===== src/rtl/spi_clkgen_pkg.sv =====
package spi_clkgen_pkg;

    // Width needed for a half-period length: linear mode reaches 2**lin_w,
    // exponential mode reaches 2**(2**exp_w - 1).
    function automatic int cnt_width(input int lin_w, input int exp_w);
        int lin_bits;
        int exp_bits;
        lin_bits = lin_w + 1;
        exp_bits = 1 << exp_w;
        return (lin_bits > exp_bits) ? lin_bits : exp_bits;
    endfunction

    typedef enum logic {
        MODE_EXP = 1'b0,
        MODE_LIN = 1'b1
    } div_mode_e;

endpackage


===== src/rtl/spi_clkgen_cfg.sv =====
// Shadow copy of the divider setting. It holds the active half-period length
// and the latched idle level, and reloads only at safe points.
module spi_clkgen_cfg
    import spi_clkgen_pkg::*;
#(
    parameter int LIN_W = 8,
    parameter int EXP_W = 4,
    parameter int CNT_W = 16,
    localparam int CFG_W = LIN_W + EXP_W + 1,
    localparam int SEL_BIT = LIN_W + EXP_W
) (
    input  logic             clk_i,
    input  logic             rst_ni,
    input  logic [CFG_W-1:0] cfg_i,
    input  logic             en_i,
    input  logic             tick_i,
    input  logic             cpol_i,
    output logic [CNT_W-1:0] half_o,
    output logic             pol_o
);

    typedef struct packed {
        logic [CNT_W-1:0] half;
        logic             pol;
    } cfg_state_t;

    cfg_state_t       s_d, s_q;
    div_mode_e        mode_w;
    logic [CNT_W-1:0] lin_len_w;
    logic [CNT_W-1:0] exp_len_w;

    always_comb begin
        mode_w    = div_mode_e'(cfg_i[SEL_BIT]);
        lin_len_w = CNT_W'(cfg_i[LIN_W-1:0]) + CNT_W'(1);
        exp_len_w = CNT_W'(1) << cfg_i[LIN_W +: EXP_W];

        s_d = s_q;
        // new divisor: while idle, or at the end of a half period
        if (!en_i || tick_i) begin
            s_d.half = (mode_w == MODE_LIN) ? lin_len_w : exp_len_w;
        end
        // polarity only moves while the divider is stopped
        if (!en_i) begin
            s_d.pol = cpol_i;
        end
    end

    always_ff @(posedge clk_i or negedge rst_ni) begin
        if (!rst_ni) begin
            s_q.half <= CNT_W'(1);
            s_q.pol  <= 1'b0;
        end else begin
            s_q <= s_d;
        end
    end

    assign half_o = s_q.half;
    assign pol_o  = s_q.pol;

endmodule


===== src/rtl/spi_clkgen_cnt.sv =====
// Half-period counter: counts 0 .. half-1 while enabled and flags the last step.
module spi_clkgen_cnt #(
    parameter int CNT_W = 16
) (
    input  logic             clk_i,
    input  logic             rst_ni,
    input  logic             en_i,
    input  logic [CNT_W-1:0] half_i,
    output logic             tick_o,
    output logic [CNT_W-1:0] cnt_o
);

    typedef struct packed {
        logic [CNT_W-1:0] cnt;
    } cnt_state_t;

    cnt_state_t       s_d, s_q;
    logic [CNT_W-1:0] last_w;
    logic             tick_w;

    always_comb begin
        last_w = half_i - CNT_W'(1);
        tick_w = en_i && (s_q.cnt == last_w);

        s_d = s_q;
        if (!en_i || tick_w) begin
            s_d.cnt = '0;
        end else begin
            s_d.cnt = s_q.cnt + CNT_W'(1);
        end
    end

    always_ff @(posedge clk_i or negedge rst_ni) begin
        if (!rst_ni) begin
            s_q.cnt <= '0;
        end else begin
            s_q <= s_d;
        end
    end

    assign tick_o = tick_w;
    assign cnt_o  = s_q.cnt;

endmodule


===== src/rtl/spi_clkgen_out.sv =====
// Output stage: serial clock flop and the two edge strobes. The strobes are
// registered so that they line up with the cycle in which sclk shows its new level.
module spi_clkgen_out (
    input  logic clk_i,
    input  logic rst_ni,
    input  logic en_i,
    input  logic tick_i,
    input  logic pol_i,
    input  logic cpol_i,
    output logic sclk_o,
    output logic lead_o,
    output logic trail_o
);

    typedef struct packed {
        logic sclk;
        logic lead;
        logic trail;
    } out_state_t;

    out_state_t s_d, s_q;
    logic       at_idle_w;

    always_comb begin
        at_idle_w = (s_q.sclk == pol_i);

        s_d       = s_q;
        s_d.lead  = 1'b0;
        s_d.trail = 1'b0;
        if (!en_i) begin
            s_d.sclk = cpol_i;
        end else if (tick_i) begin
            s_d.sclk  = ~s_q.sclk;
            s_d.lead  = at_idle_w;
            s_d.trail = ~at_idle_w;
        end
    end

    always_ff @(posedge clk_i or negedge rst_ni) begin
        if (!rst_ni) begin
            s_q <= '0;
        end else begin
            s_q <= s_d;
        end
    end

    assign sclk_o  = s_q.sclk;
    assign lead_o  = s_q.lead;
    assign trail_o = s_q.trail;

endmodule


===== src/rtl/spi_clkgen_dual.sv =====
// Serial clock divider with linear and power-of-two modes.
module spi_clkgen_dual
    import spi_clkgen_pkg::*;
#(
    parameter int LIN_W = 8,
    parameter int EXP_W = 4,
    localparam int CFG_W = LIN_W + EXP_W + 1,
    localparam int CNT_W = cnt_width(LIN_W, EXP_W)
) (
    input  logic             clk_i,
    input  logic             rst_ni,
    input  logic [CFG_W-1:0] cfg_i,
    input  logic             en_i,
    input  logic             cpol_i,
    output logic             sclk_o,
    output logic             lead_o,
    output logic             trail_o
);

    logic [CNT_W-1:0] half_w;
    logic [CNT_W-1:0] cnt_w;
    logic             tick_w;
    logic             pol_w;

    spi_clkgen_cfg #(
        .LIN_W(LIN_W),
        .EXP_W(EXP_W),
        .CNT_W(CNT_W)
    ) u_cfg (
        .clk_i (clk_i),
        .rst_ni(rst_ni),
        .cfg_i (cfg_i),
        .en_i  (en_i),
        .tick_i(tick_w),
        .cpol_i(cpol_i),
        .half_o(half_w),
        .pol_o (pol_w)
    );

    spi_clkgen_cnt #(
        .CNT_W(CNT_W)
    ) u_cnt (
        .clk_i (clk_i),
        .rst_ni(rst_ni),
        .en_i  (en_i),
        .half_i(half_w),
        .tick_o(tick_w),
        .cnt_o (cnt_w)
    );

    spi_clkgen_out u_out (
        .clk_i  (clk_i),
        .rst_ni (rst_ni),
        .en_i   (en_i),
        .tick_i (tick_w),
        .pol_i  (pol_w),
        .cpol_i (cpol_i),
        .sclk_o (sclk_o),
        .lead_o (lead_o),
        .trail_o(trail_o)
    );

endmodule


===== config.mk =====
export PLATFORM = sky130hd
export DESIGN_NAME = spi_clkgen_dual
export DESIGN_NICKNAME = d
export VERILOG_FILES = /design/src/rtl/spi_clkgen_pkg.sv /design/src/rtl/spi_clkgen_cfg.sv /design/src/rtl/spi_clkgen_cnt.sv /design/src/rtl/spi_clkgen_out.sv /design/src/rtl/spi_clkgen_dual.sv
export SDC_FILE = /design/constraint.sdc
export NUM_CORES = 1
export LEC_CHECK = 0
export ABC_AREA = 1
export BUFFER_PORTS_ARGS = -buffer_cell sky130_fd_sc_hd__buf_2
export CAP_MARGIN = 10
export CORE_MARGIN = 5
export CORE_UTILIZATION = 60
export DETAILED_ROUTE_END_ITERATION = 12
export PLACE_DENSITY = 0.8
export SLEW_MARGIN = 5
export SYNTH_ARGS = -nofsm -noshare
export SYNTH_HDL_FRONTEND = slang
export SYNTH_HIERARCHICAL = 1
export SYNTH_SLANG_ARGS = --single-unit
export TNS_END_PERCENT = 30

===== constraint.sdc =====
create_clock -name clk_i -period 2.99 [get_ports clk_i]
set_input_delay 0.299 -clock clk_i [delete_from_list [all_inputs] [get_ports clk_i]]
set_output_delay 0.299 -clock clk_i [all_outputs]
set_load 0.02 [all_outputs]

==> results.tsv <==
metric	value	unit
synth_area	2600	um2
grt_max_degree	37	
p_int	771	uW
syn_nets	383	
fp-row-count	24	
p_clk_share	31.9	%
drc_errors	0	
nFillCells	373	
grt_pass1_vias	1999	
synthArstFlopShare	100	%
relSlewSlack	49.4	%
insertion_delay	0.29	ns
port_buffers	19	
holdWs	0.0789	ns
antenna_left	0	
p_sw	326	uW
num_vias	2285	
cts_resized	0	
cts_tree	yes	
period_share	88.0	%
status	finished clean	
antenna_cells	0	
synth.avg_cell_area	7.16	um2
drt_wl_total	5150	um
worstMarginPinSlew	0.758	ns
maxCapViolations	0	
die_h	75.8	um
finalCoreUtilization	65.6	%
ys.flop_type	dfrtp_1	
grt_use_total	19.6	%
place_inst	427	
netlist-cell-type-count	33	
rsz0062_at_grt	false	
start_util	60.9	%
cp.arrival	2.85	ns
io_pins	20	
dr.pass1.iters	5	
clockBufferDepth	2	
p_total	1100	uW
cts.clk_slew.worst_paths	0.07	ns
grt_first_pass_wirelength	8650	um
start_kind	register	
numClockSinks	36	
synth-edff-count	0	
finalHoldViolations	0	
skew	0.00402	ns
worstSetupPathType	register to register	
peakVddDrop	0.348	mV
synth_area_leaders	dfrtp_1 (34%), nand2_1 (13%), nor2_1 (7.2%)	
fin_crit	2.63	ns
cts.hold.buffers_added	0	
cts_buffers	5	
setup_tns	0	ns
place_congestion	0.847	
via_per_inst	5.25	
max_freq	0.380	GHz
setup_viol	0	
cts_max_level	2	
power.leakage	0.00139	uW
synthCells	363	
overflow	0	
layout.nets	402	
die_w	75.8	um
ys_ff_latch	36	
switching_share	29.7	%
area.growth.synth_to_final	7.61	%
drtIter0Drc	118	
yosysTopAreaCell	dfrtp_1	
cts-root-buf	clkbuf_8	
reg2reg_slack	0.36	ns
dieArea	5750	um2
dp_hpwl	4030	um
final_cells	435	
drive_above_1_share	16.7	%
cts_setup_buffers	0	
critPathMaxFanout	17	
finalMaxSlewViolations	0	
pwr-share-comb	19.2	%
hold_path_class	input pin to asynchronous set/reset pin	
core	4260	um2
p_per_area	392	nW/um2
yosysSeqAreaShare	34.7	%
required	3.21	ns
grt_antenna_before_repair	0	
endpoint_kind	register	
wl_per_cell	11.8	um
yosysTopAreaCellShare	33.7	%
yosys_warnings	6	
pwr-share-seq	48.9	%
[stage by stage]
stage	cell area (um2)	worst slack (ns)
final	2800	0.360
after CTS	2800	0.391
after floorplan	2600	0.662
after global routing	2800	0.0928
after detailed placement	2710	0.411
after global placement	2710	0.436
[cell families (layout without fill, tap and decap cells)]
group                      Yosys count  in the layout  share of synthesized area [%]
and+or+nand+nor                    226            226                           41.6
buffers and inverters               51             71                           8.38
DFF                                 36             36                           34.7
xor gates and xnor gates            24             24                           8.09
AOI/OAI and AO/OA                   23             23                           5.78
adders and majority gates            3              3                           1.44
[area by class of cell]
| cell class | count | area [um2] | area share (%) |
|---|---|---|---|
| well taps | 52 | 65.1 | 2.33 |
| clock buffers | 8 | 90.1 | 3.22 |
| repair buffers | 19 | 95.1 | 3.40 |
| multi-input cells | 276 | 1480 | 52.9 |
| flip-flops and latches | 36 | 902 | 32.3 |
| inverters | 44 | 165 | 5.91 |
[synthesized netlist by cell type (4+ instances only)]
| master | number |
|---|---|
| nor2_4 | 5 |
| a21oi_1 | 8 |
| nor2_2 | 16 |
| xor2_1 | 14 |
| nand3b_1 | 5 |
| nor2_1 | 50 |
| o21ai_2 | 5 |
| inv_1 | 40 |
| xnor2_1 | 10 |
| nand3_1 | 36 |
| dfrtp_1 | 35 |
| inv_2 | 4 |
| nand4_1 | 9 |
| nand2_1 | 89 |
[critical path, stage by stage (launching register included)]
cell	delay, ns
dfstp_2	0.38
inv_1	0.16
ha_1	0.24
nand3_1	0.14
nor2_4	0.18
nand2_1	0.07
nand2_1	0.06
nand2_1	0.06
nor2_1	0.11
nand2_1	0.07
nor2_2	0.12
nand2_2	0.09
nor2_1	0.31
nor2_4	0.16
nor2_2	0.18
inv_2	0.10
o21ai_2	0.12
[routing by layer]
layer | up-vias | part of all wire, % | GRT usage (%)
li1 | 1182 | - | -
met5 | - | 0 | 0
met2 | 63 | 46 | 30.8
met4 | 0 | 3.0 | 9.13
met3 | 14 | 5.3 | 3.69
met1 | 1026 | 45 | 26.0
[power by group through the flow]
stage          Combinational, uW  Sequential [uW]  Clock (uW)
2_1_floorplan                158              540           0
3_3_place_gp                 207              545           0
3_5_place_dp                 210              546           0
4_1_cts                      211              537         359
5_1_grt                      243              540         376
6_report                     211              537         350
[registers in the layout, summed over array words and instances (netlist names)]
signal	flops
u_cfg/half_o	16
u_cnt/cnt_o	16
u_cfg/pol_o	1
u_out/lead_o	1
u_out/sclk_o	1
u_out/trail_o	1
[path summary, 6_finish.rpt]
kind                       cells after the start             from          endpoint
min reg2reg                                    2      u_cfg/pol_o       u_cfg/pol_o
max reg2reg                                   16  u_cfg/half_o[0]  u_cfg/half_o[14]
min                                            1           rst_ni   u_cnt/cnt_o[10]
max in group asynchronous                      1           rst_ni   u_cfg/half_o[2]
min in group clk_i                             3           cpol_i       u_cfg/pol_o
max                                           16  u_cfg/half_o[0]  u_cfg/half_o[14]
[placed cells by master (no fill, tap or decap), types with 3 or more instances in the layout]
master     n
a21oi_1    8
buf_2     19
clkbuf_8   6
dfrtp_1   35
ha_1       3
inv_1     40
inv_2      4
nand2_1   89
nand2_2    3
nand2_4    3
nand3_1   36
nand3b_1   5
nand4_1    9
nor2_1    50
nor2_2    16
nor2_4     5
nor3_1     3
o21ai_0    3
o21ai_2    5
o21bai_1   3
xnor2_1   10
xor2_1    14
(Power assumes the default switching activity.)
